**src/rtl/wofs_pkg.sv**
```systemverilog
package wofs_pkg;
  localparam int NUM_AXES = 2;
  localparam int AXIS_X   = 0;
  localparam int AXIS_Y   = 1;
  typedef logic axis_sel_t;
endpackage

```
**src/rtl/wofs_axis_reg.sv**
```systemverilog
module wofs_axis_reg #(
  parameter int WORD_W   = 16,
  parameter int MAG_W    = 12,
  parameter int SIGN_POS = 13,
  parameter int AXIS_ID  = 0
) (
  input  logic              clk,
  input  logic              rst,
  input  logic              wr_en,
  input  wofs_pkg::axis_sel_t wr_axis,
  input  logic [WORD_W-1:0] wr_data,
  output logic [MAG_W-1:0]  mag_q,
  output logic              sign_q
);
  logic hit;
  assign hit = wr_en && (int'(wr_axis) == AXIS_ID);

  always_ff @(posedge clk) begin
    if (rst) begin
      mag_q  <= '0;
      sign_q <= 1'b0;
    end else if (hit) begin
      mag_q  <= wr_data[MAG_W-1:0];
      sign_q <= wr_data[SIGN_POS];
    end
  end
endmodule

```
**src/rtl/wofs_adjust.sv**
```systemverilog
module wofs_adjust #(
  parameter int POS_W = 16,
  parameter int MAG_W = 12
) (
  input  logic             clk,
  input  logic             rst,
  input  logic [POS_W-1:0] pos_in,
  input  logic [MAG_W-1:0] mag,
  input  logic             sign,
  output logic [POS_W-1:0] pos_out
);
  localparam int PAD_W = POS_W - MAG_W;

  logic [POS_W-1:0] ext;
  logic [POS_W-1:0] nxt;

  always_comb begin
    ext = {{PAD_W{1'b0}}, mag};
    nxt = sign ? (pos_in - ext) : (pos_in + ext);
  end

  always_ff @(posedge clk) begin
    if (rst) pos_out <= '0;
    else     pos_out <= nxt;
  end
endmodule

```
**src/rtl/wofs_readback.sv**
```systemverilog
module wofs_readback #(
  parameter int POS_W   = 16,
  parameter int MAG_W   = 12,
  parameter int UPPER_W = 4,
  parameter int AXES    = 2
) (
  input  logic                       clk,
  input  logic                       rst,
  input  wofs_pkg::axis_sel_t        rd_axis,
  input  logic [AXES-1:0][POS_W-1:0] pos_arr,
  input  logic [AXES-1:0][MAG_W-1:0] mag_arr,
  output logic [POS_W-1:0]           rd_data
);
  logic [POS_W-1:0] word;

  always_comb begin
    word = '0;
    word[MAG_W-1:0] = mag_arr[rd_axis];
    word[POS_W-1 -: UPPER_W] = pos_arr[rd_axis][POS_W-1 -: UPPER_W];
  end

  always_ff @(posedge clk) begin
    if (rst) rd_data <= '0;
    else     rd_data <= word;
  end
endmodule

```
**src/rtl/window_offset_unit.sv**
```systemverilog
module window_offset_unit #(
  parameter int POS_W    = 16,
  parameter int MAG_W    = 12,
  parameter int SIGN_POS = 13,
  parameter int UPPER_W  = 4
) (
  input  logic             clk,
  input  logic             rst,
  input  logic             wr_en,
  input  logic             wr_axis,
  input  logic [POS_W-1:0] wr_data,
  input  logic             rd_axis,
  output logic [POS_W-1:0] rd_data,
  input  logic [POS_W-1:0] pos_x_in,
  input  logic [POS_W-1:0] pos_y_in,
  output logic [POS_W-1:0] pos_x_out,
  output logic [POS_W-1:0] pos_y_out
);
  localparam int AXES = wofs_pkg::NUM_AXES;

  logic [AXES-1:0][POS_W-1:0] pos_arr;
  logic [AXES-1:0][POS_W-1:0] eff_arr;
  logic [AXES-1:0][MAG_W-1:0] mag_q;
  logic [AXES-1:0]            sign_q;

  assign pos_arr[wofs_pkg::AXIS_X] = pos_x_in;
  assign pos_arr[wofs_pkg::AXIS_Y] = pos_y_in;
  assign pos_x_out = eff_arr[wofs_pkg::AXIS_X];
  assign pos_y_out = eff_arr[wofs_pkg::AXIS_Y];

  for (genvar a = 0; a < AXES; a++) begin : g_axis
    wofs_axis_reg #(
      .WORD_W(POS_W), .MAG_W(MAG_W), .SIGN_POS(SIGN_POS), .AXIS_ID(a)
    ) u_reg (
      .clk(clk), .rst(rst), .wr_en(wr_en), .wr_axis(wr_axis),
      .wr_data(wr_data), .mag_q(mag_q[a]), .sign_q(sign_q[a])
    );

    wofs_adjust #(.POS_W(POS_W), .MAG_W(MAG_W)) u_adj (
      .clk(clk), .rst(rst), .pos_in(pos_arr[a]), .mag(mag_q[a]),
      .sign(sign_q[a]), .pos_out(eff_arr[a])
    );
  end

  wofs_readback #(
    .POS_W(POS_W), .MAG_W(MAG_W), .UPPER_W(UPPER_W), .AXES(AXES)
  ) u_rb (
    .clk(clk), .rst(rst), .rd_axis(rd_axis), .pos_arr(pos_arr),
    .mag_arr(mag_q), .rd_data(rd_data)
  );
endmodule

```
**config.mk**
```make
export PLATFORM = sky130hd
export DESIGN_NAME = window_offset_unit
export DESIGN_NICKNAME = d
export VERILOG_FILES = /design/src/rtl/wofs_pkg.sv /design/src/rtl/wofs_axis_reg.sv /design/src/rtl/wofs_adjust.sv /design/src/rtl/wofs_readback.sv /design/src/rtl/window_offset_unit.sv
export SDC_FILE = /design/constraint.sdc
export NUM_CORES = 1
export LEC_CHECK = 0
export ABC_AREA = 1
export BUFFER_PORTS_ARGS = -buffer_cell sky130_fd_sc_hd__clkbuf_2
export CAP_MARGIN = 5
export CORE_MARGIN = 8
export CORE_UTILIZATION = 45
export CTS_BUF_LIST = sky130_fd_sc_hd__clkbuf_8
export CTS_CLUSTER_DIAMETER = 120
export DETAILED_ROUTE_END_ITERATION = 8
export PLACE_DENSITY = 0.68
export SLEW_MARGIN = 20
export SYNTH_ARGS = -nofsm -noshare
export SYNTH_HDL_FRONTEND = slang
export SYNTH_SLANG_ARGS = --single-unit
```
**constraint.sdc**
```tcl
create_clock -name clk -period 4.1 [get_ports clk]
set_clock_uncertainty 0.05 [all_clocks]
set_input_delay 0.615 -clock clk [delete_from_list [all_inputs] [get_ports clk]]
set_output_delay 0.615 -clock clk [all_outputs]
set_load 0.005 [all_outputs]
```
# Word-level counts from Yosys, hierarchy flattened
# Index checks and enable logic that the tools add are counted.
[totals]
reg_bits = 74
inputBits = 53
output_inout_bits = 48
elab_cells = 21
[classes]
add_sub_neg = 4
order_cmp = 1
n_mux = 6
bitwise = 1
reduce_logical = 2
[ops]
columns = ["cell", "count"]
rows = [
  ["$mux W16", 4],
  ["$add A16 B12 Y16", 2],
  ["$sub A16 B12 Y16", 2],
  ["$mux W12", 2],
  ["$logic_and A1 B1 Y1", 2],
  ["$lt A1 B2 Y1 const B", 1],
  ["$not A1 Y1", 1],
]

# Longest topological paths before layout
# Gate-level depths: netlist of run 1.
[depth]
word_depth = 2
mapped_depth = 18
mapped_depth_nobuf = 18

# Cells and area by module
# A second synthesis of run 1 with hierarchy kept.
[unflattened]
hier_cells = 796
hier_area_um2 = 5056.1
[modules_own_cells]
columns = ["mod", "n_inst", "cells_per_inst", "area_per_inst_um2", "seq_area_each_um2"]
rows = [
  ["wofs_adjust", 2, 263, 1641.6, 320.3],
  ["wofs_readback", 1, 101, 670.6, 320.3],
  ["wofs_axis_reg at g_axis[0].u_reg", 1, 86, 564.3, 260.2],
  ["wofs_axis_reg at g_axis[1].u_reg", 1, 83, 538.0, 260.2],
]

# Least setup slack after synthesis of run 1
# OpenSTA, ideal clock, no wires.
[synth_path]
path_kind = "reg2reg"
start = "reg g_axis[1].u_reg.mag_q[0]"
end = "reg g_axis[1].u_adj.pos_out[15]"
setup_ps = 114
t_arrival_ps = 2119
required_ps = 3936
setup_slack_ps = 1817
path_stages_with_launch = 18
path_buffers = 0
period_less_slack_ps = 2283
path_cell_list = "dfxtp_1 -> inv_1 -> ha_1 -> inv_1 -> nor2_4 -> nand2_1 -> o31ai_1 -> xnor2_1 -> inv_1 -> ha_1 -> nand2_1 -> inv_1 -> a21oi_1 -> nand2_1 -> nand2_1 -> nand2_1 -> nor2_1 -> nor2_2"
[synth_between]
elab_chain_len = 2
word_cells_on_any_way = 3
classes_between = "2 x add/sub; 1 x mux"
[synth_rtl]
columns = ["item", "line_no", "text"]
rows = [
  ["start: declaration", "wofs_axis_reg.sv:12", "output logic [MAG_W-1:0] mag_q,"],
  ["start signal: assignment", "wofs_axis_reg.sv:23", "mag_q <= wr_data[MAG_W-1:0];"],
  ["$add A16 B12 Y16 / $sub A16 B12 Y16 (equally long branches)", "wofs_adjust.sv:19", "nxt = sign ? (pos_in - ext) : (pos_in + ext);"],
  ["$mux W16 *", "wofs_adjust.sv:19", ""],
  ["end signal: assignment", "wofs_adjust.sv:24", "else pos_out <= nxt;"],
  ["end: declaration", "wofs_adjust.sv:10", "output logic [POS_W-1:0] pos_out"],
]
# Every way passes the cells marked *; elsewhere a longest branch is shown, timed or not.
# A chain may end at the register's enable or synchronous reset.

# Worst setup path in the final report of run 1
[layout_path]
start = "reg g_axis[1].u_reg.mag_q[1]"
end = "reg g_axis[1].u_adj.pos_out[15]"
# The elaborated chain is that of the path after synthesis.

==> impl_metrics.ini, run 1 <==
[status]
status = finished, final reports clean

[clocking]
cts_resized = 0
holdBufCountCts = 0
htree_levels = 3
cts.sinks = 74
cts-root-buf = clkbuf_8
cts_made_buffers = 9
cts_tree = done
cts.path.max_buffers = 2
cts_setup_buffers = 0
clk_pin_slew_ps = 80
clk_latency_ps = 370

[grt]
antenna_found_initial = 0
track_usage_pct = 18.3
grt_overflow = 0
grt_pass1_wl_um = 19600
grt_pass1_vias = 4387
grt_max_degree = 71

[placement]
post-dp-hpwl_um = 9360
placed_area_mm2 = 0.00516
placed_cells = 910
io_buffers = 97
gp_congestion = 0.831

[final_layout]
antenna_cells = 0
multi_input_comb_area_mm2 = 0.00266
area_growth_syn_to_layout_pct = 17.5
instances_no_fill = 926
final_nets = 872
design_area_mm2 = 0.00538
nFillCells = 1101
seqCellArea_mm2 = 0.00148
drive_above_1_share_pct = 18.5

[logic_synthesis]
syn_nets = 779
muxShareOfSynthArea_pct = 0
netlist_area_mm2 = 0.00458
yosys.area_share.simple_pct = 28.5
synth_top_family_by_area = simple AND/OR/NAND/NOR gates
yosys_warnings = 0
synth_compound_gate_area_share_pct = 16.5
synth_area_per_cell_um2 = 6.62
syn_inst = 692
ys_seq_elements = 74
ys_seq_area_share_pct = 32.3
synth.distinct_cells = 33
synthAdderAreaFrac_pct = 9.61
synth_xor_area_share_pct = 3.44

[timing]
fin_hold_ws_ps = 431
finalSetupViolCount = 0
post-route-min-period_ps = 2740
max_freq_ghz = 0.366
slew_violations = 0
worst_pin_slew_ps = 600
finalCritPeriodShare_pct = 66.7
fin_setup_tns_ps = 0
rsz0062_at_grt = false
relSlewSlack_pct = 60.0
finalHoldViolCount = 0

[critical_path]
crit_path_frequent_cell = nand2_1
worstPathMaxFanout = 5
crit_slowest_cell = o31ai_1
reg2regPathDepth = 18
reg2reg_setup_slack_ps = 1360
worstPathCellList = inv_1 > ha_1 > inv_1 > nor2_4 > nand2_1 > o31ai_1 > xnor2_1 > inv_1 > ha_1 > nand2_1 > inv_1 > a21oi_1 > nand2_1 > nand2_1 > nand2_1 > nand2_1 > nand2_1 > nor2_2
critPathKind = flip-flop to flip-flop
worstPathRequired_ps = 4360
arrival_ps = 2990
crit_path_start_kind = flip-flop
critPathCaptureType = flip-flop
worst_path_largest_cell_delay_ps = 340

[routing]
drc = 0
ant_nets = 0
drt-initial-drc-count = 200
via_per_inst = 4.80
drtPass1Iterations = 4
routed_wl_um = 11700
vias = 4446
wl_per_cell_um = 12.6

[floorplan]
die_w_um = 117
rows = 37
die_h_um = 117
io_pins = 101
start_util_pct = 45.4
core_mm2 = 0.0101
die_area_mm2 = 0.0137

[power]
irDropWorstVdd_mv = 0.189
pwr-share-seq_pct = 35.3
p_int_w = 0.00153
power_switching_w = 0.000905
swShare_pct = 37.1
power_leakage_nw = 2.91
p_clk_share_pct = 26.5
p_comb_share_pct = 38.2
power_density_mw_per_mm2 = 452

[hold_path]
whs_path_depth = 2
min_path_type = input pin to flip-flop

[run]
maxCapViolCount = 0
-- cells in the mapped netlist --
master / n / area share, %
inv_2: 2 / 0.16
o31ai_1: 5 / 0.82
clkbuf_1: 12 / 0.98
buf_4: 1 / 0.16
a211oi_1: 1 / 0.16
or2_2: 1 / 0.14
fa_1: 2 / 0.87
nand4_1: 3 / 0.41
ha_1: 32 / 8.7
and2_1: 1 / 0.14
nor3_1: 6 / 0.66
nand3_1: 19 / 2.1
o21ai_0: 58 / 6.3
buf_6: 1 / 0.25
o21bai_1: 2 / 0.33
dfxtp_1: 74 / 32
xnor2_1: 6 / 1.1
a31oi_1: 2 / 0.27
clkbuf_8: 1 / 0.30
o21bai_4: 2 / 0.82
inv_1: 94 / 7.7
buf_2: 1 / 0.11
o21ai_2: 3 / 0.57
nand2_2: 9 / 1.2
xor2_1: 12 / 2.3
a21oi_2: 3 / 0.57
nand2_1: 164 / 13
a21oi_1: 59 / 6.4
nor2_2: 12 / 1.6
nor2_1: 101 / 8.3
nor2_4: 1 / 0.25
a21o_1: 1 / 0.16
nand3_2: 1 / 0.22
-- power by group through the flow --
stage | clock network (W) | logic (W) | registers [W]
finish | 0.000645 | 0.000930 | 0.000860
global route | 0.000695 | 0.00108 | 0.000872
detailed placement | 0 | 0.000934 | 0.000878
floorplan | 0 | 0.000659 | 0.000885
CTS | 0.000662 | 0.000942 | 0.000862
global placement | 0 | 0.000923 | 0.000876
-- cells in the final DEF, fill, tap and decap left out, drive strengths merged, types with 12 or more instances in the layout --
cell    count
o21ai      61
dfxtp      74
ha         32
xor2       12
nand3      20
nor2      114
inv        98
nand2     173
clkbuf    107
a21oi      62
-- cell families after synthesis --
family,Yosys count
compound gates,136
fa+ha+maj,34
flops,74
buf+inv,112
simple gates,318
xor+xnor,18
-- final cells by class --
class	instances	share of cell area (%)
timing repair buffer	98	9.16
clock buffer	10	2.56
multi-input combinational	506	49.4
sequential	74	27.5
tap	136	3.16
inverter	96	6.69
clock inverter	6	1.53
-- worst paths after layout --
kind | from | to
hold / removal | rst | g_axis[0].u_adj.pos_out[0]
setup reg to reg | g_axis[1].u_reg.mag_q[1] | g_axis[1].u_adj.pos_out[15]
hold reg to reg | g_axis[1].u_reg.mag_q[0] | g_axis[1].u_adj.pos_out[0]
setup / recovery | g_axis[1].u_reg.mag_q[1] | g_axis[1].u_adj.pos_out[15]
-- worst max-delay path: cells and delay by family (launching register included) --
kind | cells | cell delay [ps]
fa+ha+maj | 2 | 520
flops | 1 | 310
xor+xnor | 1 | 170
simple gates | 9 | 850
buf+inv | 4 | 320
compound gates | 2 | 470
-- sequential cells by signal (all words and copies together) (netlist names) --
register	cells
g_axis.u_adj.pos_out	32
g_axis.u_reg.mag_q	24
u_rb.rd_data	16
g_axis.u_reg.sign_q	2
-- stage by stage --
stage	util, %	worst slack, ps	total power, W
2_1_floorplan	-	1820	0.00154
3_3_place_gp	51.2	1540	0.00180
3_5_place_dp	51.2	1400	0.00181
4_1_cts	53.3	1370	0.00246
5_1_grt	53.3	1170	0.00265
6_report	53.3	1360	0.00244
-- per-layer routing --
layer,global-route usage [%],up-vias,share of wire [%]
met3,5.44,16,6.0
li1,-,2379,-
met2,32.7,94,50
met1,20.2,1957,43
met4,6.40,0,1.7
met5,0,-,0
(Power assumes the default switching activity.)
==> run 2, diff against run 1 <==
- PLACE_DENSITY: 0.68 -> 0.71
- clock period: 4.1 -> 2.25 ns (I/O delays scaled with it)
==> impl_metrics.ini, run 2 (synthesis results as in run 1) <==
[final_layout]
antenna_cells = 0
multi_input_comb_area_mm2 = 0.00340
drive_above_1_share_pct = 45.0
final_cell_mix = nand2_1, clkbuf_2, nor2_1
final_nets = 957
top_register = g_axis.u_adj.pos_out
largestRegisters = g_axis.u_adj.pos_out x32, g_axis.u_reg.mag_q x24, u_rb.rd_data x16
largest_reg_flops = 32
post-route-util_pct = 67.8
layout_commonest_cell = nand2_1
seqCellArea_mm2 = 0.00149
instances_no_fill = 1011
nFillCells = 865
area_growth_syn_to_layout_pct = 49.3

[timing]
slew_violations = 0
max_freq_ghz = 0.424
finalSetupViolCount = 14
fin_ws_ps = -109
finalHoldViolCount = 0
worst_pin_slew_ps = 561
post-route-min-period_ps = 2360
rsz0062_at_grt = true
finalCritPeriodShare_pct = 105
relSlewSlack_pct = 62.5

[grt]
track_usage_pct = 20.6
grt_overflow = 0
grt_pass1_wl_um = 22200
grt_max_degree = 71
use_met3_pct = 3.39
antenna_found_initial = 0
use_met2_pct = 38.6
busiest_layer = met2
grt_pass1_vias = 4968
use_met1_pct = 22.4

[critical_path]
reg2reg_setup_slack_ps = -110
worstPathCellList = inv_2 > ha_4 > nand4_1 > nor2_2 > nand2_2 > nand2_2 > xor2_1 > inv_1 > ha_4 > a21oi_2 > o21bai_1 > a21oi_2 > nand3_2 > nand2_1 > nor2_1
crit_path_start_kind = flip-flop
crit_buf_inv = 2
worstPathMaxFanout = 4
crit_slowest_cell = dfxtp_2
r2r-start = g_axis[0].u_reg.mag_q[0]
worst_path_largest_cell_delay_ps = 330
r2r_end = g_axis[0].u_adj.pos_out[13]
critPathKind = flip-flop to flip-flop
reg2regPathDepth = 15
worstPathRequired_ps = 2460
arrival_ps = 2570
critPathCaptureType = flip-flop
cp_top_family = simple AND/OR/NAND/NOR gates

[routing]
drc = 0
ant_nets = 0
drt-initial-drc-count = 272
wl_per_cell_um = 14.3
drtPass1Iterations = 5
routed_wl_um = 14500
via_per_inst = 4.93
vias = 4988

[hold_path]
whs_path_depth = 2
worstHoldEndpoint = g_axis[0].u_adj.pos_out[0]
min_path_type = input pin to flip-flop
hold_start = rst

[clocking]
cts.sinks = 74
cts-root-buf = clkbuf_8
htree_levels = 3
cts_made_buffers = 9
clk_pin_slew_ps = 90
clk_latency_ps = 360
cts_tree = done
holdBufCountCts = 0
cts.path.max_buffers = 2

[placement]
post-dp-hpwl_um = 10200
placed_cells = 973
gp_congestion = 0.864
io_buffers = 97

[floorplan]
die_area_mm2 = 0.0137
die_w_um = 117
start_util_pct = 45.4
rows = 37
die_h_um = 117
core_mm2 = 0.0101
io_pins = 101

[power]
power_density_mw_per_mm2 = 829
power_leakage_nw = 3.49
irDropWorstVdd_mv = 0.435

[run]
maxCapViolCount = 0

[status]
status = finished with violations
failed_checks = setup timing
-- run 2: changes by cell type in the layout (fill, tap and decap cells not counted), moves of 7 or more --
cell,delta
ha_1,-18
inv_1,-25
nand2_2,+47
nand3_1,-8
a21oi_1,-17
nand2_4,+17
nand2_1,-65
nor2_1,-11
ha_4,+17
buf_4,+79
nand3_2,+7
a21oi_2,+17
inv_2,+19
-- run 2: worst max-delay path by stage --
stage,from,endpoint,cells past startpoint
2_1_floorplan,g_axis[1].u_reg.mag_q[0],g_axis[1].u_adj.pos_out[15],17
3_3_place_gp,g_axis[0].u_reg.mag_q[0],g_axis[0].u_adj.pos_out[15],18
3_5_place_dp,g_axis[1].u_reg.mag_q[0],g_axis[1].u_adj.pos_out[15],17
4_1_cts,g_axis[0].u_reg.mag_q[1],g_axis[0].u_adj.pos_out[15],18
5_1_grt,g_axis[1].u_reg.mag_q[0],g_axis[1].u_adj.pos_out[13],14
6_report,g_axis[0].u_reg.mag_q[0],g_axis[0].u_adj.pos_out[13],15
-- run 2: per-stage QoR --
step / cell area [µm²] / setup WS (ps) / TNS (ps) / power [W] / hold slack (ps)
after floorplan: 4590 / 2.10 / 0 / 0.00281 / 354
after global placement: 5650 / -159 / -1200 / 0.00352 / 428
after detailed placement: 5650 / -222 / -2130 / 0.00356 / 438
after CTS: 6300 / -74.7 / -390 / 0.00518 / 148
after global routing: 6840 / -288 / -3650 / 0.00602 / 159
final: 6840 / -109 / -840 / 0.00567 / 161
-- run 2: final cells by class --
| type | count | share of cell area, % |
|---|---|---|
| flip-flops and latches | 74 | 21.7 |
| clock inverters | 6 | 1.65 |
| multi-input cells | 506 | 49.7 |
| repair buffers | 183 | 17.0 |
| well taps | 136 | 2.49 |
| clock buffers | 10 | 2.01 |
| inverters | 96 | 5.41 |
-- run 2: worst reg2reg max path: stages, from the launching register on --
cell,delay [ps]
dfxtp_2,330
inv_2,80
ha_4,130
nand4_1,140
nor2_2,170
nand2_2,110
nand2_2,80
xor2_1,160
inv_1,90
ha_4,250
a21oi_2,190
o21bai_1,100
a21oi_2,180
nand3_2,80
nand2_1,60
nor2_1,40
-- run 2: where the power goes --
part,switching [W],internal (W)
clock,0.000567,0.000772
combinational,0.00154,0.00123
sequential,0.0000706,0.00149
total,0.00218,0.00350
-- run 2: metal layers --
layer | wire [µm] | part of all wire, %
met5 | 0 | 0
met4 | 422 | 2.9
met1 | 5990 | 41
met3 | 657 | 4.5
met2 | 7430 | 51
-- run 2: repair_timing --
item	in CTS	in global routing
pin swaps	52	73
buffers inserted	9	14
endpoints found under the setup margin	19	22
resized for setup	80	123
==> run 3, diff against run 2 <==
- CELL_PAD_IN_SITES_DETAIL_PLACEMENT: unset -> 1
- CELL_PAD_IN_SITES_GLOBAL_PLACEMENT: unset -> 2
- CORE_UTILIZATION: 45 -> 27
- PLACE_DENSITY: 0.71 -> unset
- PLACE_DENSITY_LB_ADDON: unset -> 0.1
==> impl_metrics.ini, run 3 (synthesis results as in run 1) <==
[status]
status = finished with violations
failed_checks = setup timing

[timing]
finalHoldViolCount = 0
rsz0062_at_grt = true
worst_pin_slew_ps = 623
relSlewSlack_pct = 58.3
finalSetupViolCount = 10
fin_ws_ps = -130
max_freq_ghz = 0.420
finalCritPeriodShare_pct = 106
post-route-min-period_ps = 2380
slew_violations = 0

[final_layout]
top_register = g_axis.u_adj.pos_out
antenna_cells = 0
largest_reg_flops = 32
final_nets = 978
instances_no_fill = 1115
layout_commonest_cell = nand2_1
largestRegisters = g_axis.u_adj.pos_out x32, g_axis.u_reg.mag_q x24, u_rb.rd_data x16
area_growth_syn_to_layout_pct = 54.9
final_cell_mix = nand2_1, buf_4, clkbuf_2
drive_above_1_share_pct = 45.9

[critical_path]
critPathKind = flip-flop to flip-flop
critPathCaptureType = flip-flop
worstPathMaxFanout = 4
crit_slowest_cell = dfxtp_2
crit_path_start_kind = flip-flop
worst_path_largest_cell_delay_ps = 320
worstPathRequired_ps = 2510
crit_buf_inv = 4
worstPathCellList = inv_2 > ha_4 > inv_2 > nor2_4 > nand2_2 > o31ai_4 > xnor2_1 > inv_1 > ha_4 > nand2_2 > inv_2 > nand2_2 > nor3_2 > nand2_1 > nand3_1 > nand2_1 > nor2_1
cp_top_family = simple AND/OR/NAND/NOR gates
arrival_ps = 2640

[power]
power_leakage_nw = 3.55
power_density_mw_per_mm2 = 784
pwr-share-seq_pct = 28.1
p_comb_share_pct = 51.4
power_switching_w = 0.00219
totalPowerFinal_w = 0.00557
p_clk_share_pct = 20.5
p_int_w = 0.00338
irDropWorstVdd_mv = 0.373
swShare_pct = 39.4

[clocking]
cts-root-buf = clkbuf_8
clk_pin_slew_ps = 80
cts.path.max_buffers = 2
cts.sinks = 74
htree_levels = 3
cts_made_buffers = 9
clk_latency_ps = 370
holdBufCountCts = 0
cts_tree = done

[placement]
io_buffers = 97
gp_congestion = 0.800
placed_cells = 1075
post-dp-hpwl_um = 13000

[floorplan]
io_pins = 101
rows = 47
start_util_pct = 27.6
die_w_um = 146
die_h_um = 146
die_area_mm2 = 0.0214
core_mm2 = 0.0166

[grt]
track_usage_pct = 15.7
grt_overflow = 0
antenna_found_initial = 0
grt_pass1_wl_um = 27000
grt_pass1_vias = 5526
grt_max_degree = 71

[hold_path]
min_path_type = input pin to flip-flop

[routing]
drt-initial-drc-count = 74
routed_wl_um = 17000
vias = 5016
wl_per_cell_um = 15.2
via_per_inst = 4.50
drtPass1Iterations = 5
drc = 0
ant_nets = 0

[run]
maxCapViolCount = 0
==> run 3: changes by cell type in the layout (fill, tap and decap cells not counted), sizes merged <==
cell / change
buf: +21
bufinv: -2
clkbuf: +1
clkinvlp: +1
inv: -1
==> run 3: timing repair <==
| item | 4_1_cts | 5_1_grt |
|---|---|---|
| setup endpoints to repair | 19 | 23 |
| pin swaps | 66 | 63 |
| cloned | 0 | 0 |
| buffers inserted | 17 | 9 |
| gates resized for setup | 103 | 102 |
==> run 3: routing by layer <==
layer / vias to the layer above / GRT usage, % / wire [µm]
li1: 2585 / - / -
met1: 2358 / 16.7 / 7030
met2: 61 / 29.7 / 9150
met3: 12 / 3.96 / 563
met4: 0 / 4.95 / 230
met5: - / 0 / 0
==> run 3: worst paths after layout <==
kind / start / to / slack, ps / cells past startpoint
max: g_axis[1].u_reg.mag_q[1] / g_axis[1].u_adj.pos_out[14] / -130 / 17
min: pos_y_in[14] / u_rb.rd_data[14] / 180 / 3
max reg2reg: g_axis[1].u_reg.mag_q[1] / g_axis[1].u_adj.pos_out[14] / -130 / 17
min reg2reg: g_axis[0].u_reg.mag_q[3] / g_axis[0].u_reg.mag_q[3] / 560 / 3
==> run 3: cell type report <==
class / count / area (µm²)
clock buffer: 11 / 151
clock inverter: 4 / 51.3
fill: 2116 / 9480
inverter: 96 / 363
multi-input combinational: 506 / 3450
sequential: 74 / 1490
tap: 220 / 275
timing repair buffer: 204 / 1320
==> run 3: stage by stage <==
| stage | worst slack, ps | area [µm²] | utilization, % | setup TNS (ps) | hold WS (ps) |
|---|---|---|---|---|---|
| after floorplan | 2.10 | 4590 | - | 0 | 354 |
| after global placement | -206 | 5890 | 35.5 | -2070 | 511 |
| after detailed placement | -294 | 5890 | 35.5 | -3380 | 514 |
| after CTS | -140 | 6610 | 39.8 | -1060 | 146 |
| after global routing | -298 | 7100 | 42.8 | -3590 | 174 |
| final | -130 | 7100 | 42.8 | -679 | 179 |
==> run 3: worst min-delay path, stage by stage <==
cell and delay (ps):
clkbuf_2 100, nor2_1 50, nor2_1 80
==> run 3: power by group through the flow <==
stage | logic, W | clock network [W] | registers, W
after floorplan | 0.00120 | 0 | 0.00161
after global routing | 0.00318 | 0.00125 | 0.00158
after CTS | 0.00250 | 0.00120 | 0.00157
after detailed placement | 0.00214 | 0 | 0.00159
final | 0.00286 | 0.00114 | 0.00156
after global placement | 0.00209 | 0 | 0.00159
